==> config.mk <==
export PLATFORM = sky130hd
export DESIGN_NAME = rf_sequencer
export DESIGN_NICKNAME = d
export VERILOG_FILES = /design/src/rtl/rf_pkg.sv /design/src/rtl/rf_param_check.sv /design/src/rtl/rf_sec_timer.sv /design/src/rtl/rf_tp_pwm.sv /design/src/rtl/rf_sequencer.sv
export SDC_FILE = /design/constraint.sdc
export NUM_CORES = 1
export LEC_CHECK = 0
export ABC_AREA = 0
export BUFFER_PORTS_ARGS = -buffer_cell sky130_fd_sc_hd__buf_4
export CAP_MARGIN = 20
export CORE_UTILIZATION = 40
export DETAILED_ROUTE_END_ITERATION = 7
export PLACE_DENSITY = 0.71
export RECOVER_POWER = 50
export SLEW_MARGIN = 20
export SYNTH_ARGS = -nofsm -noshare
export SYNTH_HDL_FRONTEND = slang
export SYNTH_SLANG_ARGS = --single-unit
==> constraint.sdc <==
create_clock -name clk_i -period 2.4 [get_ports clk_i]
set_input_delay 0.48 -clock clk_i [delete_from_list [all_inputs] [get_ports clk_i]]
set_output_delay 0.48 -clock clk_i [all_outputs]
set_load 0.005 [all_outputs]
==> src/rtl/rf_pkg.sv <==
package rf_pkg;
  typedef enum logic [2:0] {
    ST_IDLE    = 3'd0,
    ST_PREHEAT = 3'd1,
    ST_SOAK    = 3'd2,
    ST_RAMP    = 3'd3,
    ST_REFLOW  = 3'd4,
    ST_COOL    = 3'd5
  } rf_state_e;

  typedef enum logic [1:0] {
    ERR_NONE   = 2'd0,
    ERR_BOUNDS = 2'd1,
    ERR_RISE   = 2'd2
  } rf_err_e;

  localparam int FULL_PCT = 100;
endpackage

==> src/rtl/rf_param_check.sv <==
module rf_param_check #(
  parameter int TEMP_W     = 10,
  parameter int TIME_W     = 9,
  parameter int SOAK_T_MIN = 130,
  parameter int SOAK_T_MAX = 180,
  parameter int SOAK_S_MIN = 30,
  parameter int SOAK_S_MAX = 120,
  parameter int REFL_T_MIN = 200,
  parameter int REFL_T_MAX = 245,
  parameter int REFL_S_MIN = 20,
  parameter int REFL_S_MAX = 90
) (
  input  logic [TEMP_W-1:0] soak_temp_i,
  input  logic [TIME_W-1:0] soak_time_i,
  input  logic [TEMP_W-1:0] reflow_temp_i,
  input  logic [TIME_W-1:0] reflow_time_i,
  output logic              ok_o
);
  logic [3:0] in_range;

  always_comb begin
    in_range[0] = (soak_temp_i   >= TEMP_W'(SOAK_T_MIN)) && (soak_temp_i   <= TEMP_W'(SOAK_T_MAX));
    in_range[1] = (soak_time_i   >= TIME_W'(SOAK_S_MIN)) && (soak_time_i   <= TIME_W'(SOAK_S_MAX));
    in_range[2] = (reflow_temp_i >= TEMP_W'(REFL_T_MIN)) && (reflow_temp_i <= TEMP_W'(REFL_T_MAX));
    in_range[3] = (reflow_time_i >= TIME_W'(REFL_S_MIN)) && (reflow_time_i <= TIME_W'(REFL_S_MAX));
    ok_o = &in_range;
  end
endmodule

==> src/rtl/rf_sec_timer.sv <==
module rf_sec_timer #(
  parameter int TIME_W = 9
) (
  input  logic              clk_i,
  input  logic              rst_ni,
  input  logic              clr_i,
  input  logic              tick_i,
  output logic [TIME_W-1:0] sec_o
);
  localparam logic [TIME_W-1:0] SAT = '1;

  always_ff @(posedge clk_i or negedge rst_ni) begin
    if (!rst_ni)                  sec_o <= '0;
    else if (clr_i)               sec_o <= '0;
    else if (tick_i && sec_o != SAT) sec_o <= sec_o + 1'b1;
  end
endmodule

==> src/rtl/rf_tp_pwm.sv <==
module rf_tp_pwm #(
  parameter int SLOT_CYC = 1000,
  parameter int DUTY_W   = 7
) (
  input  logic              clk_i,
  input  logic              rst_ni,
  input  logic              clr_i,
  input  logic              full_i,
  input  logic [DUTY_W-1:0] duty_i,
  output logic              heat_o
);
  localparam int SW = $clog2(SLOT_CYC + 1);
  localparam logic [SW-1:0]     SLOT_LAST  = SW'(SLOT_CYC - 1);
  localparam logic [DUTY_W-1:0] PHASE_LAST = DUTY_W'(rf_pkg::FULL_PCT - 1);

  logic [SW-1:0]     slot_q;
  logic [DUTY_W-1:0] phase_q;
  logic              slot_end;

  assign slot_end = (slot_q == SLOT_LAST);

  always_ff @(posedge clk_i or negedge rst_ni) begin
    if (!rst_ni) begin
      slot_q  <= '0;
      phase_q <= '0;
    end else if (clr_i) begin
      slot_q  <= '0;
      phase_q <= '0;
    end else begin
      slot_q <= slot_end ? '0 : slot_q + 1'b1;
      if (slot_end) phase_q <= (phase_q == PHASE_LAST) ? '0 : phase_q + 1'b1;
    end
  end

  assign heat_o = full_i || (phase_q < duty_i);
endmodule

==> src/rtl/rf_sequencer.sv <==
module rf_sequencer
  import rf_pkg::*;
#(
  parameter int TEMP_W     = 10,
  parameter int TIME_W     = 9,
  parameter int DUTY_W     = 7,
  parameter int SOAK_T_MIN = 130,
  parameter int SOAK_T_MAX = 180,
  parameter int SOAK_S_MIN = 30,
  parameter int SOAK_S_MAX = 120,
  parameter int REFL_T_MIN = 200,
  parameter int REFL_T_MAX = 245,
  parameter int REFL_S_MIN = 20,
  parameter int REFL_S_MAX = 90,
  parameter int SOAK_DUTY  = 20,
  parameter int REFL_DUTY  = 40,
  parameter int WDOG_S     = 60,
  parameter int RISE_C     = 50,
  parameter int COOL_C     = 60,
  parameter int SLOT_CYC   = 1000
) (
  input  logic              clk_i,
  input  logic              rst_ni,
  input  logic              tick_i,
  input  logic              start_i,
  input  logic              stop_i,
  input  logic [TEMP_W-1:0] temp_i,
  input  logic [TEMP_W-1:0] soak_temp_i,
  input  logic [TIME_W-1:0] soak_time_i,
  input  logic [TEMP_W-1:0] reflow_temp_i,
  input  logic [TIME_W-1:0] reflow_time_i,
  output logic [2:0]        state_o,
  output logic              full_drive_o,
  output logic [DUTY_W-1:0] duty_o,
  output logic              heat_o,
  output logic              done_o,
  output logic              err_o,
  output logic [1:0]        err_code_o
);
  localparam logic [TIME_W-1:0] WDOG_LIM = TIME_W'(WDOG_S);
  localparam logic [TEMP_W-1:0] COOL_LIM = TEMP_W'(COOL_C);
  localparam logic [TEMP_W:0]   RISE_ADD = (TEMP_W+1)'(RISE_C);

  rf_state_e         st_q, st_d;
  rf_err_e           code_q, code_d;
  logic              err_q, err_d;
  logic              done_q, done_d;
  logic [TEMP_W-1:0] base_q;
  logic              capture;
  logic              entry;
  logic              par_ok;
  logic [TIME_W-1:0] sec;
  logic [TEMP_W:0]   rise_goal;

  rf_param_check #(
    .TEMP_W(TEMP_W), .TIME_W(TIME_W),
    .SOAK_T_MIN(SOAK_T_MIN), .SOAK_T_MAX(SOAK_T_MAX),
    .SOAK_S_MIN(SOAK_S_MIN), .SOAK_S_MAX(SOAK_S_MAX),
    .REFL_T_MIN(REFL_T_MIN), .REFL_T_MAX(REFL_T_MAX),
    .REFL_S_MIN(REFL_S_MIN), .REFL_S_MAX(REFL_S_MAX)
  ) u_check (
    .soak_temp_i  (soak_temp_i),
    .soak_time_i  (soak_time_i),
    .reflow_temp_i(reflow_temp_i),
    .reflow_time_i(reflow_time_i),
    .ok_o         (par_ok)
  );

  rf_sec_timer #(.TIME_W(TIME_W)) u_timer (
    .clk_i (clk_i),
    .rst_ni(rst_ni),
    .clr_i (entry),
    .tick_i(tick_i),
    .sec_o (sec)
  );

  assign rise_goal = {1'b0, base_q} + RISE_ADD;

  always_comb begin
    st_d    = st_q;
    err_d   = err_q;
    code_d  = code_q;
    capture = 1'b0;
    done_d  = 1'b0;
    if (stop_i) begin
      st_d = ST_IDLE;
    end else begin
      case (st_q)
        ST_IDLE: begin
          if (start_i) begin
            if (par_ok) begin
              st_d    = ST_PREHEAT;
              err_d   = 1'b0;
              code_d  = ERR_NONE;
              capture = 1'b1;
            end else begin
              err_d  = 1'b1;
              code_d = ERR_BOUNDS;
            end
          end
        end
        ST_PREHEAT: begin
          if (temp_i >= soak_temp_i) begin
            st_d = ST_SOAK;
          end else if (sec >= WDOG_LIM && {1'b0, temp_i} < rise_goal) begin
            st_d   = ST_IDLE;
            err_d  = 1'b1;
            code_d = ERR_RISE;
          end
        end
        ST_SOAK:   if (sec >= soak_time_i)      st_d = ST_RAMP;
        ST_RAMP:   if (temp_i >= reflow_temp_i) st_d = ST_REFLOW;
        ST_REFLOW: if (sec >= reflow_time_i)    st_d = ST_COOL;
        ST_COOL: begin
          if (temp_i < COOL_LIM) begin
            st_d   = ST_IDLE;
            done_d = 1'b1;
          end
        end
        default: st_d = ST_IDLE;
      endcase
    end
  end

  assign entry = (st_d != st_q);

  always_ff @(posedge clk_i or negedge rst_ni) begin
    if (!rst_ni) begin
      st_q   <= ST_IDLE;
      err_q  <= 1'b0;
      code_q <= ERR_NONE;
      done_q <= 1'b0;
      base_q <= '0;
    end else begin
      st_q   <= st_d;
      err_q  <= err_d;
      code_q <= code_d;
      done_q <= done_d;
      if (capture) base_q <= temp_i;
    end
  end

  always_comb begin
    case (st_q)
      ST_PREHEAT, ST_RAMP: begin full_drive_o = 1'b1; duty_o = DUTY_W'(FULL_PCT);  end
      ST_SOAK:             begin full_drive_o = 1'b0; duty_o = DUTY_W'(SOAK_DUTY); end
      ST_REFLOW:           begin full_drive_o = 1'b0; duty_o = DUTY_W'(REFL_DUTY); end
      default:             begin full_drive_o = 1'b0; duty_o = '0;                 end
    endcase
  end

  rf_tp_pwm #(.SLOT_CYC(SLOT_CYC), .DUTY_W(DUTY_W)) u_pwm (
    .clk_i (clk_i),
    .rst_ni(rst_ni),
    .clr_i (entry),
    .full_i(full_drive_o),
    .duty_i(duty_o),
    .heat_o(heat_o)
  );

  assign state_o    = st_q;
  assign done_o     = done_q;
  assign err_o      = err_q;
  assign err_code_o = code_q;
endmodule

==> results of run 1 <==
[cells in the mapped netlist (all sizes together) (2+ instances only)]
library cell  instances
nor4b                 2
and4                  2
o21a                  3
nor3                 10
a2111oi               2
dfrtp                43
buf                  14
nand2b                6
nand4                19
a211o                 2
mux2                 11
o22ai                 2
xnor2                15
a31oi                 3
nand2                31
a21oi                17
nand4b                2
ha                   57
o21ai                23
nand3                41
nor2b                 8
a311oi                3
nand3b               20
a211oi                5
o31ai                 3
and3                  4
clkbuf                8
inv                  46
a21o                  6
o41ai                 2
nor2                 27
and2                  2
a41oi                 2
xor2                  8
mux2i                25
nor4                  6
dlygate4sd3           2
[metrics by stage]
| step | power (mW) | hold slack, ns | setup WS [ns] | std cells | TNS (ns) |
|---|---|---|---|---|---|
| after floorplan | 1.59 | 0.184 | -0.150 | 502 | -1.79 |
| after global placement | 1.93 | 0.475 | -0.298 | 739 | -7.61 |
| after detailed placement | 1.99 | 0.489 | -0.479 | 739 | -11.36 |
| after CTS | 2.50 | 0.180 | -0.451 | 755 | -11.52 |
| after global routing | 2.72 | 0.401 | -0.558 | 758 | -14.46 |
| final | 2.52 | 0.371 | -0.437 | 758 | -10.53 |
[cell type report]
type,count,area share [%]
sequential,43,18.8
timing repair buffer,136,19.7
tap,136,2.97
inverter,46,3.06
clock inverter,3,0.459
clock buffer,5,1.20
multi-input combinational,389,53.8
[cell families (layout without fill, tap and decap cells)]
kind of cell | after synthesis | in the layout | synth area share, %
AO/OA/AOI/OAI | 82 | 82 | 12.7
other | 1 | 2 | 0.0854
buffers and inverters | 70 | 190 | 9.20
flip-flops | 43 | 43 | 24.5
adder cells (fa/ha/maj) | 57 | 57 | 16.2
multiplexers | 36 | 36 | 8.52
XOR/XNOR | 23 | 23 | 4.59
AND/OR/NAND/NOR | 189 | 189 | 24.2
[worst max path at each step]
stage	from	end	slack, ns	cells after the start
after floorplan	base_q[1]	u_pwm.phase_q[2]	-0.15	12
after global placement	base_q[1]	u_pwm.phase_q[6]	-0.30	12
after detailed placement	base_q[1]	u_pwm.phase_q[0]	-0.48	12
after CTS	base_q[1]	u_pwm.slot_q[8]	-0.45	12
after global routing	base_q[1]	u_pwm.slot_q[4]	-0.56	13
final	base_q[1]	u_timer.sec_o[4]	-0.44	13
[metal layers]
metal	global-route usage, %	wire length (um)	up-vias
met5	0	0	-
met4	6.46	189	0
met3	2.49	411	16
met2	37.8	5950	98
met1	26.3	5240	1992
li1	-	-	2048
[power groups by stage]
stage          Sequential, mW  Combinational (mW)  Clock (mW)
2_1_floorplan           0.975               0.618           0
3_3_place_gp            0.978               0.950           0
3_5_place_dp            0.981                1.00           0
4_1_cts                 0.968                1.02       0.513
5_1_grt                 0.984                1.19       0.545
6_report                0.967                1.04       0.506
[critical path: cells and delay by family (launching register included)]
kind / cells / cell delay (ns)
multiplexers: 1 / 0.20
adder cells (fa/ha/maj): 2 / 0.50
AND/OR/NAND/NOR: 4 / 0.46
AO/OA/AOI/OAI: 3 / 0.65
flip-flops: 1 / 0.43
XOR/XNOR: 1 / 0.19
buffers and inverters: 2 / 0.34
[registers in the layout (all words and copies together), names as in the netlist]
name           cells
base_q            10
u_pwm.phase_q      7
err_code_o         2
done_o             1
err_o              1
u_timer.sec_o      9
state_o            3
u_pwm.slot_q      10
[cells in the final DEF, fill, tap and decap left out, types with 7 or more instances in the layout]
master,instances
buf_4,124
ha_1,53
inv_1,45
dfrtp_1,43
nand3_1,39
nand2_1,29
nor2_1,24
mux2i_1,24
nand3b_1,20
nand4_1,19
o21ai_0,16
xnor2_1,15
a21oi_1,12
nor3_1,10
mux2_2,10
xor2_1,8
nor2b_1,7
[repair_timing]
item	in CTS	in global routing
pin swaps	21	18
endpoints found under the setup margin	30	31
hold buffers	0	0
setup buffers	11	1
gates resized for setup	22	16
gates cloned	1	2
==> impl_metrics.toml, run 1 <==
[status]
status = "finished, violations left"
violations = "negative setup slack"

[finish]
regArea_um2 = 1080
drive_above_1_share_pct = 31.2
multiInputGateArea_um2 = 3080
num_antenna_cells = 0
fill_cells = 931
final_nets = 731
fin_area_um2 = 5720
final_util_pct = 54.7
areaGrowthSynthToFinish_pct = 30.2

[global_routing]
grt_max_degree = 55
grt_pass1_vias = 4142
antenna_found_initial = 0
grt_overflow = 0
grt_usage_pct = 21.1
grt_pass1_wl_um = 19400

[clock_network]
cts_tree = "yes"
insertion_delay_ns = 0.31
clk_path_buf_depth = 2
cts_sinks = 43
cts_buffers = 5
clk_pin_slew_ns = 0.10
cts-root-buf = "clkbuf_8"
h-tree-depth = 2

[power_and_ir_drop]
power.leakage_nw = 2.92
p_seq_share_pct = 38.5
p_comb_share_pct = 41.4
powerDensity_nw_per_um2 = 440
peakVddDrop_mv = 0.280
p_switching_mw = 0.942
intPower_mw = 1.57
power.share.switching_pct = 37.5
clkPwrFrac_pct = 20.1

[route]
drtIter0Drc = 287
wirelength_um = 11800
first_pass_iters = 4
wl_per_cell_um = 15.6
detail-route-antenna-nets = 0
avgViaCountPerCell = 5.48
vias = 4154
drc = 0

[setup_path]
required_ns = 2.63
slowest_delay_ns = 0.43
crit_type = "flip-flop to flip-flop"
rr_startpoint = "base_q[1]"
worstSetupEndpointType = "flip-flop"
arrival_ns = 3.07
cp_slowest_cell = "dfrtp_1"
rrSetupSlack_ns = -0.44
r2r_cells = 13
r2r-end = "u_timer.sec_o[4]"
crit_path_max_fanout = 5
cp_cell_sequence = "ha_2 > a21oi_2 > nand2b_1 > nand4_1 > xor2_1 > ha_1 > nor2b_4 > o21ai_4 > nand3_4 > a311oi_4 > buf_6 > buf_16 > mux2i_1"
start_kind = "flip-flop"

[sta]
fin_crit_ns = 2.84
grt_setup_unrepaired = "true"
finalMaxSlewViolations = 0
fmax_mhz = 352
hold_viol = 0
worst_pin_slew_ns = 1.11
setup_viol_count_final = 31
setup_ws_ns = -0.437
relSlewSlack_pct = 25.7
finalCritPeriodShare_pct = 118
finClkSkew_ns = 0.0184

[logic_synthesis]
syn_area_per_cell_um2 = 8.77
netlist.area_leader.share_pct = 24.5
ys_seq_area_share_pct = 24.5
synth-edff-count = 0
ys_ff_latch = 43
post_synth_instance_area_um2 = 4390
yosysTopAreaCell = "dfrtp_1"
synth-main-ff-cell = "dfrtp_1"
syn_inst = 501
synthArstFlopShare_pct = 100
ys_top_cells_by_area = "dfrtp_1 (24%), ha_1 (16%), mux2i_1 (5.7%), nand3_1 (4.7%), inv_1 (3.9%)"
ys_warn_count = 0
synth_cell_type_count = 74

[floorplan]
io_pins = 69
dieHeight_um = 107
rows = 37
dieArea_um2 = 11400
dieWidth_um = 107
initial_core_util_pct = 42.0
coreArea_um2 = 10500

[placement]
io_buffers = 66
dp_hpwl_um = 8950
placed_area_um2 = 5340
gp_congestion = 0.866

[hold_path]
hp-class = "input port to asynchronous set/reset pin"

[flow_run]
maxCapViolCount = 0
Power figures use the tool's default switching activity.
==> inputs of run 2 (changes only) <==
--- a/config.mk
+++ b/config.mk
@@ -10,9 +10,10 @@
 export CAP_MARGIN = 20
 export CORE_UTILIZATION = 40
 export DETAILED_ROUTE_END_ITERATION = 7
-export PLACE_DENSITY = 0.71
+export PLACE_DENSITY = 0.72
 export RECOVER_POWER = 50
 export SLEW_MARGIN = 20
 export SYNTH_ARGS = -nofsm -noshare
 export SYNTH_HDL_FRONTEND = slang
+export SYNTH_HIERARCHICAL = 1
 export SYNTH_SLANG_ARGS = --single-unit
==> run 2 against run 1 <==
Net effect:
- the flow finishes with violations (design-rule violations, negative setup slack)
- sequential share of layout area grew 2.0 points
- clock skew shrank 0.014 ns
- largest power group unchanged
- critical endpoint is now u_pwm/phase_q[6]
- highest routed layer unchanged
- critical path type unchanged
- synthesized cell count shrank 13%
==> impl_metrics.toml, run 2 <==
[setup_path]
required_ns = 2.64
slowest_delay_ns = 0.42
crit_path_frequent_cell = "buf_4"
crit_path_max_fanout = 4
start_kind = "flip-flop"
arrival_ns = 3.24
crit_type = "flip-flop to flip-flop"
cp_cell_sequence = "ha_2 > a21oi_2 > buf_4 > nand2b_4 > buf_6 > nand4_1 > xor2_1 > ha_1 > nor2_2 > nor3_2 > a31oi_1 > o211ai_1 > mux2i_1 > buf_4 > or4_4 > o21ai_2"
worstSetupEndpointType = "flip-flop"
cp_slowest_cell = "or4_4"

[clock_network]
cts-root-buf = "clkbuf_8"
cts_buffers = 5
clk_path_buf_depth = 2
cts_hold_buf = 0
clk_pin_slew_ns = 0.09
h-tree-depth = 2
cts_tree = "yes"
cts_sinks = 43
insertion_delay_ns = 0.30

[route]
wl_met2_um = 4680
drtIter0Drc = 122
wl_per_cell_um = 14.4
wirelength_um = 9920
top_layer_used = "met4"
drc = 2
first_pass_iters = 8
dr_wl_met3_um = 407
wl_met1_um = 4620
avgViaCountPerCell = 5.34
vias = 3682
detail-route-antenna-nets = 0

[sta]
finalCritPeriodShare_pct = 125
grt_setup_unrepaired = "true"
setup_viol_count_final = 30
finClkSkew_ns = 0.00430
fmax_mhz = 333
tns_ns = -13.70
fin_crit_ns = 3.01
hold_viol = 0
finalMaxSlewViolations = 0
setup_ws_ns = -0.606
relSlewSlack_pct = 25.4
worst_pin_slew_ns = 1.12

[floorplan]
dieHeight_um = 99.1
io_pins = 69
dieArea_um2 = 9830
rows = 35
dieWidth_um = 99.1
initial_core_util_pct = 41.0
coreArea_um2 = 9200

[logic_synthesis]
synth-edff-count = 0
synthArstFlopShare_pct = 100
post_synth_instance_area_um2 = 3770
synth_most_common_cell = "ha_1"
synth-main-ff-cell = "dfrtp_1"
synth_cell_type_count = 61
ys_ff_latch = 43
netlist.area_leader.share_pct = 28.5
syn_area_per_cell_um2 = 8.66
ys_top_cells_by_area = "dfrtp_1 (29%), ha_1 (19%), inv_1 (5.3%), nor2_1 (4.2%), a21oi_1 (3.3%)"
syn_inst = 436
synth_common_cells = "ha_1 (58), inv_1 (53), dfrtp_1 (43)"
ys_seq_area_share_pct = 28.5
ys_warn_count = 6
yosysTopAreaCell = "dfrtp_1"

[power_and_ir_drop]
power.share.switching_pct = 34.9
clkPwrFrac_pct = 22.8
peakVddDrop_mv = 0.310
power.leakage_nw = 2.63
p_switching_mw = 0.940
powerDensity_nw_per_um2 = 521
intPower_mw = 1.75
p_comb_share_pct = 39.9
p_seq_share_pct = 37.3

[finish]
reg_top3 = "base_q (10), u_pwm/slot_q (10), u_timer/sec_o (9)"
num_antenna_cells = 0
final_nets = 688
drive_above_1_share_pct = 34.8
layout.cells.non_filler = 689
final_common_cell = "buf_4"
layout_common_cells = "buf_4 (139), ha_1 (56), inv_1 (51)"
areaGrowthSynthToFinish_pct = 36.9

[placement]
gp_congestion = 0.856
post-place-ws_ns = -0.731
dp_cells = 673
io_buffers = 66
dp_hpwl_um = 7930

[status]
violations = "design-rule violations, negative setup slack"
status = "finished, violations left"

[global_routing]
grt_overflow = 0
antenna_found_initial = 0
grt_pass1_wl_um = 16900
grt_usage_pct = 21.2
grt_max_degree = 44
grt_pass1_vias = 3692

[hold_path]
hp-class = "input port to asynchronous set/reset pin"

[flow_run]
maxCapViolCount = 0
-- run 2: changes by cell type after synthesis, sizes merged, moves of 8 or more --
cell,before,now
nand3,41,13
a21oi,17,25
nand2,31,21
nand3b,20,2
nor2,27,42
mux2i,25,4
-- run 2: worst paths after layout --
kind	startpoint	slack, ns	endpoint	cells past startpoint
max	base_q[1]	-0.61	u_pwm/phase_q[6]	16
min reg2reg	u_pwm/slot_q[0]	0.48	u_pwm/slot_q[0]	1
min	rst_ni	0.38	base_q[9]	1
max in group asynchronous	rst_ni	1.28	state_o[0]	1
min in group clk_i	stop_i	0.39	state_o[2]	2
max reg2reg	base_q[1]	-0.61	u_pwm/phase_q[6]	16
-- run 2: power by group through the flow --
stage | clock network (mW) | logic [mW] | registers (mW)
after floorplan | 0 | 0.589 | 1.02
after global placement | 0 | 0.992 | 1.01
after detailed placement | 0 | 1.04 | 1.02
after CTS | 0.621 | 1.05 | 1.00
after global routing | 0.650 | 1.23 | 1.03
final | 0.614 | 1.07 | 1.00
-- run 2: layout make-up --
type                       count  area (um2)
tap                          111         139
multi-input combinational    331        2550
timing repair buffer         143        1080
clock inverter                 2        38.8
fill                         811        4030
sequential                    43        1080
clock buffer                   6        82.6
inverter                      53         199
-- run 2: kinds of logic (layout without fill, tap and decap cells) --
family,count (synthesis),after routing,share of synthesized area (%)
other,1,4,0.0993
adder cells (fa/ha/maj),58,58,19.2
AO/OA/AOI/OAI,92,92,15.9
AND/OR/NAND/NOR,147,147,21.1
XOR/XNOR,17,17,3.94
multiplexers,13,13,3.75
flip-flops,43,43,28.5
buffers and inverters,65,204,7.46
-- run 2: through the flow --
step	cell area, um2	util [%]	hold WS, ns	power [mW]
after floorplan	3810	-	0.184	1.60
after detailed placement	4870	53.0	0.471	2.06
after global routing	5170	56.2	0.380	2.90
after global placement	4870	53.0	0.452	2.00
final	5170	56.2	0.384	2.69
after CTS	5110	55.5	0.194	2.68
-- run 2: timing repair --
item | 4_1_cts | 5_1_grt
buffers inserted | 7 | 2
gates resized for setup | 17 | 17
pin swaps | 10 | 10
setup endpoints to repair | 31 | 31
-- run 2: critical path, delay by kind of cell (launching register included) --
kind                       cells  cell delay (ns)
buffers and inverters          3             0.42
AOI/OAI and AO/OA              4             0.58
adders and majority gates      2             0.47
DFF                            1             0.41
muxes                          1             0.15
xor gates and xnor gates       1             0.16
and+or+nand+nor                5             0.74
-- run 2: routing by layer --
layer  vias to the layer above  GRT usage, %
li1                       1836             -
met1                      1746          27.2
met2                        84          37.1
met3                        16          2.95
met4                         0          6.22
met5                         -             0
